### src/rtl/bs_pkg.sv
package bs_pkg;

   // Gain selection applied to the phase tracking loop
   typedef enum logic [1:0] {
      TRK_FAST     = 2'b00,
      TRK_SLOW     = 2'b01,
      TRK_AUTO     = 2'b10,
      TRK_AUTO_ALT = 2'b11
   } trk_mode_e;

endpackage

### src/rtl/bs_vote_filter.sv
module bs_vote_filter #(
   parameter int VOTE_LEN = 5
) (
   input  logic clk,
   input  logic rst,
   input  logic din,
   output logic filt,
   output logic flip
);

   localparam int CW   = $clog2(VOTE_LEN + 1);
   localparam int NEED = VOTE_LEN / 2 + 1;

   generate
      if (VOTE_LEN < 1 || (VOTE_LEN % 2) == 0) begin : g_bad_len
         $error("bs_vote_filter: VOTE_LEN must be odd and positive");
      end
   endgenerate

   logic filt_q;

   generate
      if (VOTE_LEN == 1) begin : g_pass
         logic smp_q;
         always_ff @(posedge clk) begin
            if (rst) smp_q <= 1'b0;
            else     smp_q <= din;
         end
         assign filt = smp_q;
      end else begin : g_vote
         logic [VOTE_LEN-1:0] win_q;
         logic [CW-1:0]       ones;
         always_ff @(posedge clk) begin
            if (rst) win_q <= '0;
            else     win_q <= {win_q[VOTE_LEN-2:0], din};
         end
         always_comb begin
            ones = '0;
            for (int i = 0; i < VOTE_LEN; i++) ones = ones + CW'(win_q[i]);
         end
         assign filt = (ones >= CW'(NEED));
      end
   endgenerate

   always_ff @(posedge clk) begin
      if (rst) filt_q <= 1'b0;
      else     filt_q <= filt;
   end

   assign flip = filt ^ filt_q;

   // the vote only moves toward the sample that just entered the window
   a_r2_vote_follows_input: assert property (@(posedge clk) disable iff (rst)
      !$stable(filt) |-> (filt == $past(din)) || $past(rst));

endmodule

### src/rtl/bs_phase_loop.sv
module bs_phase_loop #(
   parameter int SPB        = 29,
   parameter int FAST_SHIFT = 1
) (
   input  logic                      clk,
   input  logic                      rst,
   input  logic                      flip,
   input  logic                      filt,
   input  logic                      fast,
   output logic signed [$clog2(SPB):0] err,
   output logic                      stb,
   output logic                      dat
);

   localparam int PW   = $clog2(SPB);
   localparam int HALF = SPB / 2;

   generate
      if (SPB < 9 || (SPB % 2) == 0) begin : g_bad_spb
         $error("bs_phase_loop: SPB must be odd and at least 9");
      end
      if (FAST_SHIFT < 1 || FAST_SHIFT >= PW) begin : g_bad_shift
         $error("bs_phase_loop: FAST_SHIFT out of range");
      end
   endgenerate

   logic [PW-1:0] cnt_q, cnt_d;

   // Error relative to the nominal edge at count 0, then gain and wrap
   always_comb begin
      int p;
      int e;
      int m;
      int c;
      int v;
      p = int'(cnt_q);
      e = (p < HALF) ? p : p - SPB;
      m = (e < 0) ? -e : e;
      if (fast) c = m >> FAST_SHIFT;
      else      c = (m != 0) ? 1 : 0;
      if (e < 0) c = -c;
      v = flip ? (p + 1 - c) : (p + 1);
      if (v < 0)          v = v + SPB;
      else if (v >= SPB)  v = v - SPB;
      cnt_d = PW'(v);
      err   = (PW+1)'(e);
   end

   always_ff @(posedge clk) begin
      if (rst) begin
         cnt_q <= '0;
         stb   <= 1'b0;
         dat   <= 1'b0;
      end else begin
         cnt_q <= cnt_d;
         stb   <= (cnt_q == PW'(HALF));
         if (cnt_q == PW'(HALF)) dat <= filt;
      end
   end

   // the phase counter stays inside one bit period
   a_r3_phase_range: assert property (@(posedge clk) disable iff (rst)
      cnt_q < PW'(SPB));

   // the strobe is a single-cycle pulse
   a_r3_single_strobe: assert property (@(posedge clk) disable iff (rst)
      stb |=> !stb);

   // the recovered bit moves only together with a strobe
   a_r5_bit_moves_on_strobe: assert property (@(posedge clk) disable iff (rst)
      !$stable(dat) |-> stb || $past(rst));

endmodule

### src/rtl/bs_lock_mon.sv
module bs_lock_mon #(
   parameter int EW         = 6,
   parameter int LOCK_TOL   = 2,
   parameter int UNLOCK_TOL = 6,
   parameter int LOCK_RUN   = 8,
   parameter int UNLOCK_RUN = 4
) (
   input  logic                 clk,
   input  logic                 rst,
   input  logic                 flip,
   input  logic signed [EW-1:0] err,
   output logic                 locked
);

   localparam int GW = $clog2(LOCK_RUN + 1);
   localparam int BW = $clog2(UNLOCK_RUN + 1);

   generate
      if (LOCK_TOL < 0 || UNLOCK_TOL < LOCK_TOL) begin : g_bad_tol
         $error("bs_lock_mon: tolerances inconsistent");
      end
      if (LOCK_RUN < 1 || UNLOCK_RUN < 1) begin : g_bad_run
         $error("bs_lock_mon: run lengths must be positive");
      end
   endgenerate

   logic [GW-1:0] good_q;
   logic [BW-1:0] bad_q;
   logic          near, far;

   always_comb begin
      int a;
      a = int'(err);
      if (a < 0) a = -a;
      near = (a <= LOCK_TOL);
      far  = (a >  UNLOCK_TOL);
   end

   always_ff @(posedge clk) begin
      if (rst) begin
         locked <= 1'b0;
         good_q <= '0;
         bad_q  <= '0;
      end else if (flip) begin
         if (!locked) begin
            bad_q <= '0;
            if (near) begin
               if (good_q == GW'(LOCK_RUN - 1)) begin
                  locked <= 1'b1;
                  good_q <= '0;
               end else begin
                  good_q <= good_q + 1'b1;
               end
            end else begin
               good_q <= '0;
            end
         end else begin
            good_q <= '0;
            if (far) begin
               if (bad_q == BW'(UNLOCK_RUN - 1)) begin
                  locked <= 1'b0;
                  bad_q  <= '0;
               end else begin
                  bad_q <= bad_q + 1'b1;
               end
            end else begin
               bad_q <= '0;
            end
         end
      end
   end

   // lock is only declared on a data transition
   a_r7_lock_on_transition: assert property (@(posedge clk) disable iff (rst)
      $rose(locked) |-> $past(flip));

   // lock is only dropped on a data transition or by reset
   a_r8_unlock_on_transition: assert property (@(posedge clk) disable iff (rst)
      $fell(locked) |-> $past(flip) || $past(rst));

endmodule

### src/rtl/fsk_bit_sync.sv
module fsk_bit_sync
   import bs_pkg::*;
#(
   parameter int SPB        = 29,
   parameter int VOTE_LEN   = 5,
   parameter int FAST_SHIFT = 1,
   parameter int LOCK_TOL   = 2,
   parameter int UNLOCK_TOL = 6,
   parameter int LOCK_RUN   = 8,
   parameter int UNLOCK_RUN = 4
) (
   input  logic       clk,
   input  logic       rst,
   input  logic [1:0] trk_mode,
   input  logic       rx_in,
   output logic       rx_bit,
   output logic       rx_stb,
   output logic       locked,
   output logic       fast_trk
);

   localparam int EW = $clog2(SPB) + 1;

   generate
      if (VOTE_LEN >= SPB / 2) begin : g_bad_vote
         $error("fsk_bit_sync: vote window too long for the bit period");
      end
   endgenerate

   trk_mode_e        mode_e;
   logic             filt, flip;
   logic signed [EW-1:0] err;

   assign mode_e = trk_mode_e'(trk_mode);

   always_comb begin
      case (mode_e)
         TRK_FAST: fast_trk = 1'b1;
         TRK_SLOW: fast_trk = 1'b0;
         default:  fast_trk = !locked;
      endcase
   end

   bs_vote_filter #(
      .VOTE_LEN (VOTE_LEN)
   ) u_vote (
      .clk  (clk),
      .rst  (rst),
      .din  (rx_in),
      .filt (filt),
      .flip (flip)
   );

   bs_phase_loop #(
      .SPB        (SPB),
      .FAST_SHIFT (FAST_SHIFT)
   ) u_loop (
      .clk  (clk),
      .rst  (rst),
      .flip (flip),
      .filt (filt),
      .fast (fast_trk),
      .err  (err),
      .stb  (rx_stb),
      .dat  (rx_bit)
   );

   bs_lock_mon #(
      .EW         (EW),
      .LOCK_TOL   (LOCK_TOL),
      .UNLOCK_TOL (UNLOCK_TOL),
      .LOCK_RUN   (LOCK_RUN),
      .UNLOCK_RUN (UNLOCK_RUN)
   ) u_lock (
      .clk    (clk),
      .rst    (rst),
      .flip   (flip),
      .err    (err),
      .locked (locked)
   );

endmodule

### config.mk
export PLATFORM = sky130hd
export DESIGN_NAME = fsk_bit_sync
export DESIGN_NICKNAME = d
export VERILOG_FILES = /design/src/rtl/bs_pkg.sv /design/src/rtl/bs_vote_filter.sv /design/src/rtl/bs_phase_loop.sv /design/src/rtl/bs_lock_mon.sv /design/src/rtl/fsk_bit_sync.sv
export SDC_FILE = /design/constraint.sdc
export NUM_CORES = 1
export LEC_CHECK = 0
export BUFFER_PORTS_ARGS = -buffer_cell sky130_fd_sc_hd__buf_2
export CAP_MARGIN = 0
export CORE_ASPECT_RATIO = 0.7
export CORE_UTILIZATION = 56
export DETAILED_ROUTE_END_ITERATION = 10
export GPL_TIMING_DRIVEN = 0
export HOLD_SLACK_MARGIN = 0.06
export PLACE_DENSITY = 0.76
export SLEW_MARGIN = 15
export SYNTH_ARGS = -nofsm -noshare
export SYNTH_HDL_FRONTEND = slang
export SYNTH_SLANG_ARGS = --single-unit
### constraint.sdc
create_clock -name clk -period 5.4 [get_ports clk]
set_clock_uncertainty 0.2 [all_clocks]
set_input_delay 0.54 -clock clk [delete_from_list [all_inputs] [get_ports clk]]
set_output_delay 0.54 -clock clk [all_outputs]
set_load 0.005 [all_outputs]
**Word level (Yosys, flattened, before mapping)**

Index checks and enable logic that the tools add are counted.
Widths: inputs -> output; s select.

- Bits in latches: 0
- Memory bits (writable): 0
- Output and inout bits: 4
- Logic and storage cells: 59
- Memory bits (read-only): 0
- Register bits after elaboration: 21
- Input bits: 5
- Memories: 0

- Reductions and logical operators: 3
- Equal/unequal tests: 4
- Add/sub/neg operators: 14
- $mul: 0
- Bitwise operators: 1
- Divide/modulo/power cells: 0
- Multiplexer cells: 21
- Magnitude comparators: 8
- Shifts and indexed selects: 0

Operators with widths:

| operator | count |
|---|---|
| $mux 32 | 5 |
| $lt 32x1->1 const B | 2 |
| $neg 32->32 | 2 |
| $ge 32x6->1 const B | 1 |
| $gt 32x4->1 const B | 1 |
| $le 32x3->1 const B | 1 |
| $neg 6->32 | 1 |
| $reduce_bool 32->1 | 1 |
| $sub 32x32->32 | 1 |
| $mux 31 | 1 |
| $mux 4 | 3 |
| $mux 5 | 2 |
| $add 3x1->3 | 3 |
| $mux 3 | 3 |
| $add 5x1->6 const B | 1 |
| $lt 6x1->1 const B | 1 |
| $mux 1 | 6 |
| $sub 5x5->6 const B | 1 |
| $add 5x3->5 const B | 1 |
| $eq 5x4->1 const B | 1 |
| $lt 5x4->1 const B | 1 |
| $sub 5x3->5 const B | 1 |
| $add 4x1->4 const B | 1 |
| $eq 4x3->1 const B | 1 |
| 9 further kinds | 9 |

**Longest topological paths before layout**

- Depth in word-level cells: 14
- Gate-level depth with buffers: 28

**Modules after synthesis**

A second synthesis with hierarchy kept.

- Cell total of the unflattened synthesis: 297
- Area, all modules: 2382.3 um^2

By module, submodules not included:

| module | cells an instance | area an instance (um^2) | times used | seq. area each (um^2) |
|---|---|---|---|---|
| bs_phase_loop | 195 | 1514.0 | 1 | 140.1 |
| bs_lock_mon | 74 | 596.8 | 1 | 160.2 |
| bs_vote_filter | 27 | 261.5 | 1 | 120.1 |
| fsk_bit_sync | 1 | 10.0 | 1 | 0.0 |

**Least setup slack after synthesis**

No wires, ideal clock.

- Kind: register -> register
- Start: reg u_loop.cnt_q[0]
- End: reg u_loop.cnt_q[4]
- Path slack: 0.038 ns
- Arrival: 5.040 ns
- Cell stages (with the launch flop): 27
- Setup time: 0.121 ns
- Required time: 5.079 ns
- Buffers on the path: 1
- Cell sequence: dfxtp_1 buf_2 inv_1 ha_1 o21ai_0 o21ai_0 ha_1 and2_1 and3_1 o21a_1 o21ai_0 a21o_1 inv_1 ha_1 nor2_1 o21a_1 a21oi_1 ha_1 o21ai_0 a21boi_0 o22ai_1 xnor2_1 nor2_1 and4bb_1 or4_1 nand3_2 mux2_4

- Longest elaborated chain between the ends: 14
- Elaborated cells on any way between the ends: 20
- Those cells by class: 7 x add/sub; 4 x order compare; 8 x mux; 1 x reduce/logical

Ends and longest elaborated chain:

| item | RTL line | source |
|---|---|---|
| start, declared | bs_phase_loop.sv:27 | `logic [PW-1:0] cnt_q, cnt_d;` |
| start signal, assigned | bs_phase_loop.sv:55 | `cnt_q <= cnt_d;` |
| $sub 5x5->6 or $lt 5x4->1 (tied branches) | bs_phase_loop.sv:37 | `e = (p < HALF) ? p : p - SPB;` |
| $mux 32 | bs_phase_loop.sv:37 |  |
| $neg 32->32 or $lt 32x1->1 (tied branches) | bs_phase_loop.sv:38, bs_phase_loop.sv:41 |  |
| $mux 32 | bs_phase_loop.sv:38 | `m = (e < 0) ? -e : e;` |
| $reduce_bool 32->1 | bs_phase_loop.sv:40 | `else c = (m != 0) ? 1 : 0;` |
| $mux 1 | bs_phase_loop.sv:40 |  |
| $mux 31 | bs_phase_loop.sv:39 | `if (fast) c = m >> FAST_SHIFT;` |
| $neg 32->32 | bs_phase_loop.sv:41 | `if (e < 0) c = -c;` |
| $mux 32 | bs_phase_loop.sv:41 |  |
| $sub 32x32->32 | bs_phase_loop.sv:42 | `v = flip ? (p + 1 - c) : (p + 1);` |
| $mux 32 * | bs_phase_loop.sv:42 |  |
| $ge 32x6->1 or $sub 5x3->5 (tied branches) | bs_phase_loop.sv:44 | `else if (v >= SPB) v = v - SPB;` |
| $mux 5 | bs_phase_loop.sv:44 |  |
| $mux 5 * | bs_phase_loop.sv:43 | `if (v < 0) v = v + SPB;` |

Every way passes the cells marked *; elsewhere a longest branch is shown, timed or not.
A chain may end at the register's enable or synchronous reset.

**Worst setup path after layout**

- Start: reg u_vote.g_vote.win_q[0]
- End: reg u_loop.cnt_q[4]

- Longest elaborated chain between the ends: 10
- Elaborated cells on any way between the ends: 13
- Those cells by class: 6 x add/sub; 3 x order compare; 3 x mux; 1 x bitwise

Ends and longest elaborated chain:

| item | RTL line | source |
|---|---|---|
| start, declared | bs_vote_filter.sv:31 | `logic [VOTE_LEN-1:0] win_q;` |
| start signal, assigned | bs_vote_filter.sv:35 | `else win_q <= {win_q[VOTE_LEN-2:0], din};` |
| $add 1x1->2 * | bs_vote_filter.sv:39 | `for (int i = 0; i < VOTE_LEN; i++) ones = ones + CW'(win_q[i]);` |
| $add 3x1->3 * (3 in series) | bs_vote_filter.sv:39 |  |
| $ge 3x2->1 * | bs_vote_filter.sv:41 | `assign filt = (ones >= CW'(NEED));` |
| $xor 1x1->1 * | bs_vote_filter.sv:50 | `assign flip = filt ^ filt_q;` |
| $mux 32 * | bs_phase_loop.sv:42 |  |
| $ge 32x6->1 or $sub 5x3->5 (tied branches) | bs_phase_loop.sv:44 |  |
| $mux 5 | bs_phase_loop.sv:44 |  |
| $mux 5 * | bs_phase_loop.sv:43 |  |

Marked as above.

==> results_dict.tcl <==
set metrics [dict create \
    setup_violations 0 \
    endpoint_kind "flip-flop" \
    synth_async_sr_flop_share_pct 0 \
    grt_pass1_wl_um 8980 \
    synth-edff-count 0 \
    hp-class "flip-flop to flip-flop" \
    r2r_slack_ns 0.18 \
    rows 18 \
    rsz0062_at_grt "true" \
    path_class "flip-flop to flip-flop" \
    tightestPinTransition_ns 0.810 \
    fin_crit_ns 5.22 \
    clock_latency_ns 0.26 \
    layout-drive-gt1-share_pct 27.5 \
    first_pass_iters 5 \
    min_to "u_vote.g_vote.win_q[4]$_SDFF_PP0_" \
    cts_tree "built" \
    final_hold_viol_count 0 \
    ant_nets 0 \
    p_total_mw 0.940 \
    netlist_area_mm2 0.00223 \
    relSlewSlack_pct 45.8 \
    crit_arrival_ns 5.17 \
    critPathRequiredTime_ns 5.35 \
    path_max_fanout 9 \
    r2r_start "u_vote.g_vote.win_q[0]$_SDFF_PP0_" \
    dp_cells 347 \
    drt-total-wl_um 5880 \
    final.period_utilization_pct 96.6 \
    synthDistinctLibCells 65 \
    utilization_pct 74.0 \
    finalInstanceArea_mm2 0.00272 \
    hold_depth 1 \
    drt-wirelength-per-cell_um 15.9 \
    syn_inst 289 \
    powerDensity_mw_per_mm2 346 \
    dieArea_mm2 0.00424 \
    max-vdd-ir-drop_mv 0.170 \
    cts.sinks 21 \
    core_region_area_mm2 0.00367 \
    critPathLaunch "u_vote.g_vote.win_q[0]$_SDFF_PP0_" \
    synth_top_area_share_pct 18.9 \
    grt-ovfl-total 0 \
    dr.first_iter.drc_count 169 \
    synth.avg_cell_area_um2 7.72 \
    final_nets 347 \
    leakage_nw 1.16 \
    drv_slew 0 \
    tns_ns 0 \
    grt_pass1_vias 1910 \
    yosys.area.top_type "dfxtp_1" \
    r2r_cells 19 \
    dpl.hpwl_um 4110 \
    boundaryPins 9 \
    min_from "u_vote.g_vote.win_q[3]$_SDFF_PP0_" \
    numCtsBuffers 3 \
    antenna_found_initial 0 \
    initial_utilization_pct 60.7 \
    synth_ff_type "dfxtp_1" \
    gp_congestion 0.879 \
    stdcell_count 370 \
    drcViolationCount 0 \
    ys_seq_area_share_pct 18.9 \
    area_growth_pct 21.8 \
    status "completed" \
    via_per_inst 6.13 \
    worst_slack_ns 0.184 \
    htreeDepth 1 \
    grt_start_max_net_pins 12 \
    pre_cts_slack_ns -0.784 \
    dpl_cell_area_mm2 0.00233 \
    dieWidth_um 77.4 \
    root_buffer "clkbuf_8" \
    antenna_cells 0 \
    clockBufferDepth 2 \
    maxCapViolations 0 \
    cp-start-kind "flip-flop" \
    ys_seq_elements 21 \
    synth_area_leaders "dfxtp_1 (19%), ha_1 (10%), nor2_1 (5.6%)" \
    synth_warnings 0 \
    die_y_um 54.8 \
    r2r_end "u_loop.cnt_q[4]$_SDFF_PP0_" \
    whs_ns 0.278 \
    clk_pin_slew_ns 0.07 \
    numPortBuffers 8 \
    yosysMostFrequentCell "nor2_1" \
    num_vias 2269 \
    syn_nets 315 \
    netlist_top_cells_count "nor2_1 (33), dfxtp_1 (21), inv_1 (21)" \
    grtUsageTotal_pct 27.4 \
    timing.fmax_ghz 0.192 \
]
==> critical path, stage by stage, from the launching register on <==
cell and delay, ns:
dfxtp_1 0.33, ha_1 0.27, inv_1 0.05, fa_1 0.48, inv_1 0.04, ha_1 0.16
inv_1 0.06, fa_1 0.39, nand2b_1 0.19, and3b_1 0.20, nor2_1 0.62, nor2_1 0.09
a21oi_1 0.44, inv_1 0.13, ha_1 0.25, nor2_1 0.19, o21ai_0 0.14, or4_4 0.52
nand3_2 0.08, mux2_4 0.29
==> area by class of cell <==
cell class	count	area, um^2
plain buffers	10	70.1
clock buffers	4	45.0
fillers	287	955
well taps	50	62.6
repair buffers	28	190
multi-input cells	236	1840
flip-flops and latches	21	428
inverters	21	82.6
==> flip-flops by register name, summed over array words and instances, names as in the netlist <==
name                 cells
u_vote.filt_q            1
u_lock.locked            1
u_lock.good_q            4
u_loop.stb               1
u_loop.dat               1
u_lock.bad_q             3
u_loop.cnt_q             5
u_vote.g_vote.win_q      5
==> layer usage <==
metal	part of all wire, %	track usage [%]	vias to the layer above
li1	-	-	1097
met1	48	37.8	1055
met2	42	44.5	105
met3	8.1	7.00	12
met4	1.6	2.83	0
met5	0	0	-
==> worst max-delay path by stage <==
stage	to	slack (ns)	cells past startpoint
2_1_floorplan	u_loop.cnt_q[4]$_SDFF_PP0_	0.04	26
3_3_place_gp	u_loop.cnt_q[2]$_SDFF_PP0_	-0.79	25
3_5_place_dp	u_loop.cnt_q[2]$_SDFF_PP0_	-0.78	25
4_1_cts	u_loop.cnt_q[4]$_SDFF_PP0_	0.003	25
5_1_grt	u_loop.cnt_q[2]$_SDFF_PP0_	-0.07	27
6_report	u_loop.cnt_q[4]$_SDFF_PP0_	0.18	19
==> timing repair <==
| action | 4_1_cts | 5_1_grt |
|---|---|---|
| pin swaps | 7 | 21 |
| resized for setup | 25 | 27 |
| hold buffers | 0 | 0 |
| setup endpoints to repair | 5 | 5 |
| buffers inserted | 3 | 17 |
==> power breakdown <==
group	leakage (nW)	internal [mW]	switching, mW
clock network	0.0228	0.0526	0.0511
logic	0.960	0.305	0.357
registers	0.172	0.164	0.00978
total	1.16	0.522	0.418
==> layout by cell type (no fill, tap or decap), drive strengths merged, types with 2 or more instances in the layout <==
cell type   n
o21a        3
o31ai       3
nor2b      10
and3        5
fa          3
xnor2       9
o22ai       4
buf        35
a211oi      3
a31oi       6
a21o        2
or3         2
nor4        4
mux2i       3
o31a        2
nand2b      4
or2         4
and3b       2
or4         2
nor3        8
nand2      20
inv        20
nor3b       2
o21ai      20
nor2       35
a22oi       2
nand3b      2
ha         18
mux2        4
dfxtp      21
a21oi      19
clkbuf      7
and2        6
xor2        2
nand3       9
a21boi      2
and4        3
==> cell families (layout without fill, tap and decap cells) <==
| family | count (synthesis) | in the layout | share of synthesized area (%) |
|---|---|---|---|
| AOI/OAI and AO/OA | 77 | 77 | 23.7 |
| buffers and inverters | 32 | 63 | 6.40 |
| muxes | 7 | 7 | 4.10 |
| and+or+nand+nor | 120 | 120 | 29.8 |
| DFF | 21 | 21 | 18.9 |
| xor gates and xnor gates | 11 | 11 | 4.32 |
| adders and majority gates | 21 | 21 | 12.8 |
Note: power is estimated with default switching activity, not from simulation.
